===== src/rtl/aux_snap_pkg.sv =====
package aux_snap_pkg;

    localparam int ADDR_W   = 3;
    localparam int N_CH     = 2;
    localparam int PEND_LSB = 2;
    localparam int OVR_LSB  = 4;
    localparam int MASK_LSB = 2;

    typedef enum logic [ADDR_W-1:0] {
        A_CTRL  = 3'd0,
        A_EVENT = 3'd1,
        A_C0_LO = 3'd2,
        A_C0_HI = 3'd3,
        A_C1_LO = 3'd4,
        A_C1_HI = 3'd5
    } reg_addr_e;

    typedef struct packed {
        logic pend;
        logic ovr;
    } chan_flags_t;

    function automatic logic [ADDR_W-1:0] lo_addr(input int ch);
        return ADDR_W'(2 + 2 * ch);
    endfunction

endpackage


===== src/rtl/aux_edge_sync.sv =====
module aux_edge_sync #(
    parameter int STAGES = 2
) (
    input  logic clk,
    input  logic rst,
    input  logic pin,
    output logic rise
);
    logic [STAGES-1:0] sr;
    logic              prev;

    always_ff @(posedge clk) begin
        if (rst) begin
            sr   <= '0;
            prev <= 1'b0;
        end else begin
            sr   <= {sr[STAGES-2:0], pin};
            prev <= sr[STAGES-1];
        end
    end

    assign rise = sr[STAGES-1] & ~prev;


    single_rise_chk: assert property (@(posedge clk) disable iff (rst)
        rise |=> !rise);

endmodule


===== src/rtl/aux_snap_chan.sv =====
module aux_snap_chan
    import aux_snap_pkg::*;
#(
    parameter int TIME_W = 64
) (
    input  logic              clk,
    input  logic              rst,
    input  logic              rise,
    input  logic [TIME_W-1:0] sys_time,
    input  logic              clr_pend,
    input  logic              clr_ovr,
    output logic [TIME_W-1:0] snap,
    output chan_flags_t       flags
);
    logic take;
    assign take = rise && (!flags.pend || clr_pend);

    always_ff @(posedge clk) begin
        if (rst) begin
            snap  <= '0;
            flags <= '0;
        end else begin
            if (take) begin
                snap       <= sys_time;
                flags.pend <= 1'b1;
            end else if (clr_pend) begin
                flags.pend <= 1'b0;
            end
            if (rise && flags.pend && !clr_pend) begin
                flags.ovr <= 1'b1;
            end else if (clr_ovr) begin
                flags.ovr <= 1'b0;
            end
        end
    end


    capture_value_chk: assert property (@(posedge clk) disable iff (rst)
        (rise && !flags.pend) |=> (flags.pend && snap == $past(sys_time)));


    hold_snapshot_chk: assert property (@(posedge clk) disable iff (rst)
        (flags.pend && !clr_pend) |=> $stable(snap));


    overrun_set_chk: assert property (@(posedge clk) disable iff (rst)
        (rise && flags.pend && !clr_pend) |=> flags.ovr);


    clear_pend_chk: assert property (@(posedge clk) disable iff (rst)
        (clr_pend && !rise) |=> !flags.pend);


    clear_race_chk: assert property (@(posedge clk) disable iff (rst)
        (clr_pend && rise) |=> (flags.pend && snap == $past(sys_time)));

endmodule


===== src/rtl/aux_snap_unit.sv =====
module aux_snap_unit
    import aux_snap_pkg::*;
#(
    parameter int TIME_W      = 64,
    parameter int WORD_W      = 32,
    parameter int SYNC_STAGES = 2
) (
    input  logic              clk,
    input  logic              rst,
    input  logic [TIME_W-1:0] sys_time,
    input  logic              evt_slv_pin,
    input  logic              evt_mst_pin,
    input  logic              wr_en,
    input  logic [ADDR_W-1:0] wr_addr,
    input  logic [WORD_W-1:0] wr_data,
    input  logic [ADDR_W-1:0] rd_addr,
    output logic [WORD_W-1:0] rd_data,
    output logic              irq
);
    localparam int HI_W = TIME_W - WORD_W;

    logic [N_CH-1:0]   pins;
    logic [N_CH-1:0]   rise;
    logic [N_CH-1:0]   clr_pend;
    logic [N_CH-1:0]   clr_ovr;
    logic [N_CH-1:0]   pend_v;
    logic [N_CH-1:0]   ovr_v;
    logic [N_CH-1:0]   mask_q;
    logic [TIME_W-1:0] snap [N_CH];
    chan_flags_t       flags [N_CH];
    logic              ev_wr;

    assign pins  = {evt_mst_pin, evt_slv_pin};
    assign ev_wr = wr_en && (wr_addr == A_EVENT);

    for (genvar c = 0; c < N_CH; c++) begin : g_ch
        aux_edge_sync #(.STAGES(SYNC_STAGES)) sync_i (
            .clk (clk),
            .rst (rst),
            .pin (pins[c]),
            .rise(rise[c])
        );

        assign clr_pend[c] = ev_wr && wr_data[PEND_LSB + c];
        assign clr_ovr[c]  = ev_wr && wr_data[OVR_LSB + c];

        aux_snap_chan #(.TIME_W(TIME_W)) chan_i (
            .clk     (clk),
            .rst     (rst),
            .rise    (rise[c]),
            .sys_time(sys_time),
            .clr_pend(clr_pend[c]),
            .clr_ovr (clr_ovr[c]),
            .snap    (snap[c]),
            .flags   (flags[c])
        );

        assign pend_v[c] = flags[c].pend;
        assign ovr_v[c]  = flags[c].ovr;
    end

    always_ff @(posedge clk) begin
        if (rst) begin
            mask_q <= '0;
        end else if (wr_en && wr_addr == A_CTRL) begin
            mask_q <= wr_data[MASK_LSB +: N_CH];
        end
    end

    assign irq = |(pend_v & ~mask_q);

    always_comb begin
        rd_data = '0;
        case (rd_addr)
            A_CTRL:  rd_data[MASK_LSB +: N_CH] = mask_q;
            A_EVENT: begin
                rd_data[PEND_LSB +: N_CH] = pend_v;
                rd_data[OVR_LSB  +: N_CH] = ovr_v;
            end
            A_C0_LO: rd_data = snap[0][WORD_W-1:0];
            A_C0_HI: rd_data = WORD_W'(snap[0][TIME_W-1 -: HI_W]);
            A_C1_LO: rd_data = snap[1][WORD_W-1:0];
            A_C1_HI: rd_data = WORD_W'(snap[1][TIME_W-1 -: HI_W]);
            default: rd_data = '0;
        endcase
    end


    irq_drop_chk: assert property (@(posedge clk) disable iff (rst)
        (ev_wr && (&wr_data[PEND_LSB +: N_CH]) && rise == '0) |=> !irq);


    chan_isolation_chk: assert property (@(posedge clk) disable iff (rst)
        (!rise[1] && !clr_pend[1] && rise[0]) |=> $stable(snap[1]));

endmodule


===== config.mk =====
export PLATFORM = sky130hd
export DESIGN_NAME = aux_snap_unit
export DESIGN_NICKNAME = d
export VERILOG_FILES = /design/src/rtl/aux_snap_pkg.sv /design/src/rtl/aux_edge_sync.sv /design/src/rtl/aux_snap_chan.sv /design/src/rtl/aux_snap_unit.sv
export SDC_FILE = /design/constraint.sdc
export NUM_CORES = 1
export LEC_CHECK = 0
export BUFFER_PORTS_ARGS = -buffer_cell sky130_fd_sc_hd__buf_2
export CAP_MARGIN = 20
export CORE_ASPECT_RATIO = 1.4
export CORE_MARGIN = 2
export CORE_UTILIZATION = 40
export CTS_CLUSTER_SIZE = 24
export DETAILED_ROUTE_END_ITERATION = 12
export HOLD_SLACK_MARGIN = 0.15
export PLACE_DENSITY = 0.61
export RECOVER_POWER = 50
export SYNTH_ARGS = -nofsm -noshare
export SYNTH_HDL_FRONTEND = slang
export SYNTH_SLANG_ARGS = --single-unit

===== constraint.sdc =====
create_clock -name clk -period 1.8 [get_ports clk]
set_input_delay 0.18 -clock clk [delete_from_list [all_inputs] [get_ports clk]]
set_output_delay 0.18 -clock clk [all_outputs]
set_load 0.02 [all_outputs]

==> results of run 1 <==
## synth_stat cells
| cell | instances | share of area |
|---|---|---|
| nor4bb_4 | 1 | 0.0035 |
| buf_8 | 1 | 0.0021 |
| inv_1 | 6 | 0.0032 |
| nor3b_2 | 1 | 0.0018 |
| nor3_1 | 1 | 0.00071 |
| a21oi_1 | 4 | 0.0028 |
| a21oi_2 | 2 | 0.0025 |
| o21ai_0 | 4 | 0.0028 |
| o31ai_1 | 3 | 0.0032 |
| nand2b_1 | 197 | 0.17 |
| and3b_1 | 6 | 0.0074 |
| nand3_1 | 1 | 0.00071 |
| buf_2 | 12 | 0.0085 |
| ha_1 | 1 | 0.0018 |
| nor4b_1 | 1 | 0.0012 |
| nor2b_1 | 7 | 0.0062 |
| a2bb2oi_1 | 1 | 0.0012 |
| mux2_2 | 3 | 0.0048 |
| buf_6 | 8 | 0.013 |
| mux2i_1 | 185 | 0.26 |
| a21o_1 | 3 | 0.0032 |
| buf_12 | 4 | 0.011 |
| nor3b_1 | 2 | 0.0021 |
| dfxtp_1 | 140 | 0.40 |
| nor2_1 | 4 | 0.0021 |
| a22oi_1 | 1 | 0.0011 |
| mux4_2 | 1 | 0.0032 |
| nand2_1 | 3 | 0.0016 |
| a221oi_1 | 4 | 0.0050 |
| and2b_1 | 1 | 0.0011 |
| a21o_4 | 1 | 0.0021 |
| o22ai_1 | 28 | 0.025 |
| and2_1 | 27 | 0.024 |
| buf_4 | 1 | 0.0011 |
| a211o_1 | 2 | 0.0025 |
| clkbuf_1 | 30 | 0.016 |
## what timing repair did
item / CTS / global route
buffers inserted: 0 / 0
hold endpoints to repair: 136 / 0
hold buffers: 71 / 0
gates resized for setup: 0 / 0
endpoints found under the setup margin: 0 / 0
## metrics by stage
| step | hold WS, ps | setup slack, ps | instances | area, um^2 | util |
|---|---|---|---|---|---|
| 6_report | 178 | 86.2 | 1110 | 9170 | 0.529 |
| 5_1_grt | 229 | 21.4 | 1110 | 9170 | 0.529 |
| 4_1_cts | 159 | 64.8 | 1110 | 9200 | 0.531 |
| 3_5_place_dp | 406 | 142 | 1007 | 7900 | 0.456 |
| 3_3_place_gp | 402 | 133 | 1007 | 7900 | 0.456 |
| 2_1_floorplan | 308 | 350 | 697 | 7080 | - |
## final cells by class
cell class | count | area share
clock buffer | 25 | 0.0551
clock inverter | 7 | 0.00928
inverter | 6 | 0.00246
multi-input combinational | 495 | 0.425
sequential | 140 | 0.306
tap | 236 | 0.0322
timing repair buffer | 201 | 0.171
## per-layer routing
layer,track usage,vias to the layer above
li1,-,2704
met2,0.331,104
met4,0.0731,0
met3,0.0371,16
met1,0.229,2589
met5,0,-
## power by group through the flow
stage	clock network (mW)	logic, mW	registers (mW)
2_1_floorplan	0	0.559	3.32
3_3_place_gp	0	0.807	3.33
3_5_place_dp	0	0.826	3.34
4_1_cts	3.53	0.948	3.27
5_1_grt	3.67	1.01	3.28
6_report	3.45	0.934	3.27
## registers in the layout (all words and copies together), names as in the netlist
signal / cells
g_ch.chan_i.snap: 128
mask_q: 2
g_ch.chan_i.flags: 4
g_ch.sync_i.sr: 4
g_ch.sync_i.prev: 2
## worst min-delay path by stage
stage	endpoint	slack, ps	cells past startpoint
3_3_place_gp	g_ch[0].sync_i.sr[0]	400	2
4_1_cts	mask_q[0]	160	4
3_5_place_dp	g_ch[1].sync_i.sr[0]	410	2
2_1_floorplan	g_ch[0].sync_i.sr[0]	310	1
5_1_grt	mask_q[0]	230	4
6_report	mask_q[0]	180	4
## worst max-delay path: cells and delay by family (launching register included)
family | cells | cell delay, ps
simple gates | 1 | 70
mux | 1 | 470
compound gates | 1 | 70
buf+inv | 1 | 170
flops | 1 | 340
## cells by family after synthesis
| group | count (synthesis) |
|---|---|
| and+or+nand+nor | 252 |
| AOI/OAI and AO/OA | 53 |
| adders and majority gates | 1 |
| buffers and inverters | 62 |
| DFF | 140 |
| muxes | 189 |
==> out/metrics.yaml, run 1 <==
clocking:
  cts-root-buf: "clkbuf_16"
  clockBufferDepth: 2
  cts_tree: "yes"
  clk_latency_ps: 410
  cts_max_level: 4
  clkTransAtPathRegs_ps: 50
  numCtsBuffers: 17
  clock_sinks: 140
routing:
  wl_met2_um: 8970
  vias_per_cell: 4.88
  wl_met1_um: 7500
  dr_wl_met3_um: 466
  wirelength_um: 17200
  vias: 5413
  wire_per_inst_um: 15.5
  drtIter0Drc: 188
  drt_pre_antenna_iters: 4
  drc: 0
  routed.top_layer: "met4"
  antenna_left: 0
sta:
  tightestPinTransition_ps: 627
  period_minus_slack_ps: 1710
  setup_tns_ps: 0
  hold_viol_final: 0
  period_share: 0.952
  skew_ps: 7.32
  maxSlewHeadroom: 0.576
  max_freq_ghz: 0.583
  setup_viol_count_final: 0
  grt_setup_unrepaired: "no"
  drv_slew: 0
power:
  combPwrFrac: 0.122
  ir_drop_mv: 0.401
  p_sw_mw: 1.74
  internal_power_mw: 5.92
  p_leak_nw: 4.04
  power_density_nw_per_um2: 835
  power.share.switching: 0.227
  seq_power_share: 0.427
  power.total_mw: 7.66
  power_frac_clock: 0.451
worst_setup_path:
  startpoint: "g_ch[1].chan_i.flags[1]"
  ff2ff_setup_slack_ps: 190
  cp-end-kind: "output port"
  path_class: "reg2out"
  critical-path-max-stage-delay_ps: 470
  reg2reg_from: "g_ch[1].sync_i.sr[1]"
  crit_slowest_cell: "mux4_2"
  rr_endpoint: "g_ch[1].chan_i.snap[8]"
  cp-endpoint: "rd_data[3]"
  r2r_cells: 4
  crit_chain: "mux4_2, nand2_1, o31ai_1, buf_2"
  path_max_fanout: 3
  worstPathArrival_ps: 1530
  start_kind: "flip-flop"
  cp.required_ps: 1620
yosys:
  synth_cell_types: 36
  ys_warn_count: 0
  syn_inst: 697
  syn_avg_cell_area_um2: 10.2
  synth_top_family_by_area: "multiplexers"
  ys_seq_area_frac: 0.396
  synth-simple-area-share: 0.227
  syn_area_um2: 7080
  yosys-mux-area-fraction: 0.270
  syn-num-nets: 805
  synthAdderAreaFrac: 0.00177
  synthXorXnorAreaFrac: 0
  synth.ff_latch_count: 140
  synth-compound-area-share: 0.0511
global_routing:
  grt_usage: 0.190
  grt_max_degree: 116
  grt_pass1_vias: 5808
  gr-total-overflow: 0
  grt_pass1_wl_um: 28100
  antenna_found_initial: 0
run_status:
  status: "finished clean"
job:
  cap_violations: 0
min_path:
  min-delay-start: "wr_addr[0]"
  min_path_type: "in2reg"
floorplanning:
  pin_count: 140
  rows: 57
  die_area_um2: 18800
  start_util: 0.408
  die_w_um: 116
  core-area_um2: 17300
  die-height_um: 161
finish:
  syn2layout_area_growth_pct: 29.6
  regArea_um2: 2800
  diodes: 0
  nFillCells: 1574
  drive_above_1_share: 0.188
  multi_input_area_um2: 3890
  fin_nets: 969
  mostFrequentLayoutCell: "nand2b_1"
  final_cell_mix: "nand2b_1 (197), mux2i_1 (185), dfxtp_1 (140)"
placement:
  portBuffers: 111
  gp_congestion: 0.746
  dp_hpwl_um: 11100
No activity file was read; power rests on OpenSTA's default activity.
==> run 2, diff against run 1 <==
- MAX_ROUTING_LAYER: not set -> met4
- RECOVER_POWER: 50 -> not set
==> run 2 against run 1 <==
Utilization is 0.18 points higher. Critical path type unchanged. Clock power about the same. Via count grew 0.44%. Worst hold slack got worse by 4.5 ps.
==> out/metrics.yaml, run 2 (synthesis results as in run 1) <==
finish:
  top_register: "g_ch.chan_i.snap"
  nFillCells: 1568  # -0.38%
  largest_register_ffs: 128  # unchanged
  final_cell_mix: "nand2b_1 (197), mux2i_1 (185), dfxtp_1 (140)"
  mostFrequentLayoutCell: "nand2b_1"
  diodes: 0  # unchanged
  syn2layout_area_growth_pct: 30.0
  design_area_um2: 9200  # +0.34%
  fin_nets: 969  # unchanged
  drive_above_1_share: 0.193  # +0.00572
  instances_no_fill: 1110  # unchanged
  top_regs: "g_ch.chan_i.snap (128), g_ch.chan_i.flags (4), g_ch.sync_i.sr (4)"
worst_setup_path:
  path_class: "reg2out"
  cp.required_ps: 1620  # about the same
  cp-end-kind: "output port"
  worstPathArrival_ps: 1540  # about the same
  ff2ff_setup_slack_ps: 260  # +70 ps
  start_kind: "flip-flop"
  path_max_fanout: 3  # unchanged
  r2r_cells: 4  # unchanged
global_routing:
  grt_pass1_vias: 5818  # +0.17%
  grt_use_met2: 0.331  # unchanged
  antenna_found_initial: 0  # unchanged
  grt_pass1_wl_um: 28100  # unchanged
  use_met1: 0.230  # +0.000472
  gr-usage-met3: 0.0353  # -0.00188
  grt_max_degree: 116  # unchanged
  grt_usage: 0.196  # +0.00523
  grt_busiest_layer: "met2"
  gr-total-overflow: 0  # unchanged
run_status:
  status: "finished clean"
placement:
  dp_cells: 1007  # unchanged
  dp_slack_ps: 142  # unchanged
  gp_congestion: 0.756  # +1.3%
  portBuffers: 111  # unchanged
  place_area_um2: 7900  # unchanged
  dp_hpwl_um: 11100  # unchanged
routing:
  antenna_left: 0  # unchanged
  wire_per_inst_um: 15.5  # -0.34%
  vias: 5437  # +0.44%
  drc: 0  # unchanged
  drt_pre_antenna_iters: 5  # +1
  vias_per_cell: 4.90  # +0.44%
  wirelength_um: 17200  # -0.34%
  drtIter0Drc: 197  # +4.8%
floorplanning:
  die-height_um: 161  # unchanged
  pin_count: 140  # unchanged
  die_area_um2: 18800  # unchanged
  core-area_um2: 17300  # unchanged
  start_util: 0.408  # unchanged
  rows: 57  # unchanged
  die_w_um: 116  # unchanged
sta:
  setup_tns_ps: 0  # unchanged
  maxSlewHeadroom: 0.589  # +0.0132
  skew_ps: 9.18  # +1.86 ps
  period_share: 0.956  # +0.00347
  max_freq_ghz: 0.581  # -0.36%
  period_minus_slack_ps: 1720  # +6.25 ps
  setup_slack_ps: 79.9  # -6.25 ps
  hold_viol_final: 0  # unchanged
  drv_slew: 0  # unchanged
  grt_setup_unrepaired: "no"
  tightestPinTransition_ps: 608  # -19.5 ps
  setup_viol_count_final: 0  # unchanged
power:
  power_density_nw_per_um2: 834  # -0.20%
  power_frac_clock: 0.451  # about the same
  combPwrFrac: 0.123  # about the same
  internal_power_mw: 5.93  # about the same
  seq_power_share: 0.427  # about the same
  p_sw_mw: 1.74  # +0.36%
  ir_drop_mv: 0.402  # +0.19%
  p_leak_nw: 4.06  # +0.50%
  power.share.switching: 0.227  # +0.000497
clocking:
  cts_repair_resize_count: 0  # unchanged
  cts-root-buf: "clkbuf_16"
  clk_latency_ps: 410  # about the same
  cts_max_level: 4  # unchanged
  numCtsBuffers: 17  # unchanged
  clockBufferDepth: 2  # unchanged
  cts_tree: "yes"
  clkTransAtPathRegs_ps: 60  # about the same
  clock_sinks: 140  # unchanged
  post_cts_buffers: 0  # unchanged
job:
  cap_violations: 0  # unchanged
min_path:
  min_path_type: "in2reg"
  min_path_cells: 4  # unchanged
-- run 2: changes by cell type in the layout (fill, tap and decap cells not counted), sizes merged --
cell    delta
clkbuf     -3
buf        +3
-- run 2: timing repair --
| item | CTS | global route |
|---|---|---|
| setup endpoints to repair | 0 | 0 |
| endpoints found under the hold margin | 136 | 0 |
| hold buffers | 71 | 0 |
-- run 2: routing by layer --
layer	vias up	routed length, um
li1	2703	-
met1	2608	7450
met2	102	8860
met3	24	497
met4	0	344
met5	-	0
-- run 2: worst paths after layout --
path	start	end
worst max register to register	g_ch[0].sync_i.sr[1]	g_ch[0].chan_i.snap[47]
worst max-delay path	g_ch[1].chan_i.flags[1]	rd_data[3]
worst min register to register	g_ch[0].sync_i.sr[0]	g_ch[0].sync_i.sr[1]
worst min-delay path	wr_addr[0]	mask_q[0]
-- run 2: metrics by stage --
| step | hold WS [ps] | utilization | total power, mW |
|---|---|---|---|
| 5_1_grt | 229 | 0.531 | 7.97 |
| 3_5_place_dp | 406 | 0.456 | 4.17 |
| 6_report | 173 | 0.531 | 7.67 |
| 3_3_place_gp | 402 | 0.456 | 4.14 |
| 2_1_floorplan | 308 | - | 3.88 |
| 4_1_cts | 159 | 0.531 | 7.75 |
-- run 2: power by group through the flow --
stage	clock network, mW	registers, mW	logic [mW]
after floorplan	0	3.32	0.559
after global placement	0	3.33	0.807
after detailed placement	0	3.34	0.826
after CTS	3.53	3.27	0.948
after global routing	3.66	3.28	1.02
final	3.46	3.27	0.940
-- run 2: layout make-up --
| cell class | instances | area (um^2) | share of cell area |
|---|---|---|---|
| clock buffers | 25 | 505 | 0.0549 |
| clock inverters | 7 | 85.1 | 0.00925 |
| inverters | 6 | 22.5 | 0.00245 |
| multi-input cells | 495 | 3900 | 0.424 |
| flip-flops and latches | 140 | 2800 | 0.305 |
| well taps | 236 | 295 | 0.0321 |
| repair buffers | 201 | 1590 | 0.173 |
-- run 2: worst max-delay path: stages (launching register included) --
cell	delay (ps)
dfxtp_1	350
mux4_2	470
nand2_1	70
o31ai_1	70
buf_2	170
==> run 3, diff against run 2 <==
- CORE_UTILIZATION: 40 -> 55
- PLACE_DENSITY: 0.61 -> 0.8
- SLEW_MARGIN: not set -> 0
==> run 3 against run 2 <==
Die area is 27% lower. Flip-flop and latch count stayed put. Fmax shrank 3.0%. Combinational power increased by 0.4%. Utilization rose by 19 points. Sequential power hardly changed. Critical path type is now in2reg. Largest cell class unchanged.
==> out/metrics.yaml, run 3 (synthesis results as in run 1) <==
finish:
  top_regs: "g_ch.chan_i.snap (128), g_ch.chan_i.flags (4), g_ch.sync_i.sr (4)"
  drive_above_1_share: 0.196  # +0.00254
  top_register: "g_ch.chan_i.snap"
  syn2layout_area_growth_pct: 28.8
  fin_nets: 973  # +0.41%
  nFillCells: 901  # -43%
  mostFrequentLayoutCell: "nand2b_1"
  diodes: 0  # unchanged
  final_cell_mix: "nand2b_1 (197), mux2i_1 (185), dfxtp_1 (140)"
  largest_register_ffs: 128  # unchanged
worst_setup_path:
  path_class: "in2reg"
  path_max_fanout: 35  # +32
  r2r_cells: 4  # unchanged
  cp-end-kind: "flip-flop"
  cp.required_ps: 2150  # +530 ps
  start_kind: "input pin"
  worstPathArrival_ps: 2130  # +590 ps
power:
  power_density_nw_per_um2: 839  # +0.63%
  ir_drop_mv: 0.565  # +41%
  power.total_mw: 7.65  # -0.33%
  p_leak_nw: 4.05  # -0.35%
routing:
  drc: 0  # unchanged
  drtIter0Drc: 255  # +29%
  antenna_left: 0  # unchanged
  drt_pre_antenna_iters: 4  # -1
  wire_per_inst_um: 16.6  # +7.5%
  vias: 5644  # +3.8%
  wirelength_um: 17100  # -0.17%
  vias_per_cell: 5.47  # +12%
sta:
  holdWs_ps: 439  # +266 ps
  drv_slew: 0  # unchanged
  maxSlewHeadroom: 0.558  # -0.0312
  max_freq_ghz: 0.564  # -3.0%
  period_minus_slack_ps: 1770  # +53.8 ps
  skew_ps: 11.7  # +2.55 ps
  setup_slack_ps: 26.1  # -53.8 ps
  tightestPinTransition_ps: 654  # +46.1 ps
  period_share: 0.985  # +0.0299
  setup_tns_ps: 0  # unchanged
  setup_viol_count_final: 0  # unchanged
  hold_viol_final: 0  # unchanged
global_routing:
  grt_max_degree: 79  # -32%
  antenna_found_initial: 0  # unchanged
  grt_usage: 0.263  # +0.0672
  gr-total-overflow: 0  # unchanged
  grt_pass1_vias: 6084  # +4.6%
  grt_pass1_wl_um: 28500  # +1.5%
placement:
  dp_slack_ps: 102  # -39.1 ps
  gp_congestion: 0.882  # +17%
  portBuffers: 111  # unchanged
  dp_hpwl_um: 10500  # -5.9%
clocking:
  clkTransAtPathRegs_ps: 60  # about the same
  cts_max_level: 4  # unchanged
  clockBufferDepth: 2  # unchanged
  cts_tree: "yes"
  clock_sinks: 140  # unchanged
  cts-root-buf: "clkbuf_16"
  numCtsBuffers: 17  # unchanged
  clk_latency_ps: 410  # about the same
floorplanning:
  start_util: 0.558  # +0.149
  die_w_um: 99.9  # -14%
  die_area_um2: 13800  # -27%
  rows: 49  # -14%
  die-height_um: 138  # -14%
  pin_count: 140  # unchanged
  core-area_um2: 12700  # -27%
min_path:
  min_path_type: "reg2reg"
  min_path_cells: 1  # -3
job:
  cap_violations: 0  # unchanged
run_status:
  status: "finished clean"
run 3: changes by cell type in the layout (fill, tap and decap cells not counted), moves of 4 or more:
cell           previous run  this run
clkbuf_8                  5         1
clkinv_2                  5         1
clkinvlp_4                0         7
dlygate4sd3_1            71        75
run 3: path summary, 6_finish.rpt:
path	from	endpoint	slack [ps]
min reg2reg	g_ch[0].sync_i.sr[0]	g_ch[0].sync_i.sr[1]	440
max reg2reg	g_ch[1].chan_i.flags[1]	g_ch[1].chan_i.flags[0]	200
max	rst	g_ch[1].chan_i.flags[0]	30
min	g_ch[0].sync_i.sr[0]	g_ch[0].sync_i.sr[1]	440
run 3: per-stage QoR:
| stage | cells | utilization | area (um^2) |
|---|---|---|---|
| global route | 1031 | 0.718 | 9110 |
| detailed placement | 924 | 0.612 | 7770 |
| CTS | 1031 | 0.718 | 9110 |
| finish | 1031 | 0.718 | 9110 |
| floorplan | 697 | - | 7080 |
| global placement | 924 | 0.612 | 7770 |
run 3: what timing repair did:
item                                   in CTS  in global routing
setup endpoints to repair                   0                  1
resized for setup                           0                  1
hold buffers                               75                  0
buffers inserted                            0                  0
endpoints found under the hold margin     137                  0
run 3: final cells by class:
class / count / area, um^2 / area share
clock buffer: 19 / 443 / 0.0486
multi-input combinational: 495 / 3910 / 0.429
timing repair buffer: 205 / 1600 / 0.176
sequential: 140 / 2800 / 0.308
clock inverter: 13 / 144 / 0.0158
tap: 153 / 191 / 0.0210
inverter: 6 / 22.5 / 0.00247
run 3: worst max-delay path: stages:
cell           delay [ps]
dlygate4sd3_1         540
buf_4                 210
buf_4                 250
o31ai_2               340
dlygate4sd3_1         600
run 3: layer usage:
layer	track usage	part of all wire	vias to the layer above
li1	-	-	2722
met5	-	0	-
met2	0.451	0.52	125
met1	0.301	0.42	2767
met4	0.103	0.023	0
met3	0.0485	0.029	30
run 3: power by group:
part / internal (mW) / leakage (nW) / switching, mW
Sequential: 3.21 / 1.14 / 0.0631
Clock: 2.08 / 0.264 / 1.35
Combinational: 0.502 / 2.65 / 0.443
Total: 5.79 / 4.05 / 1.85
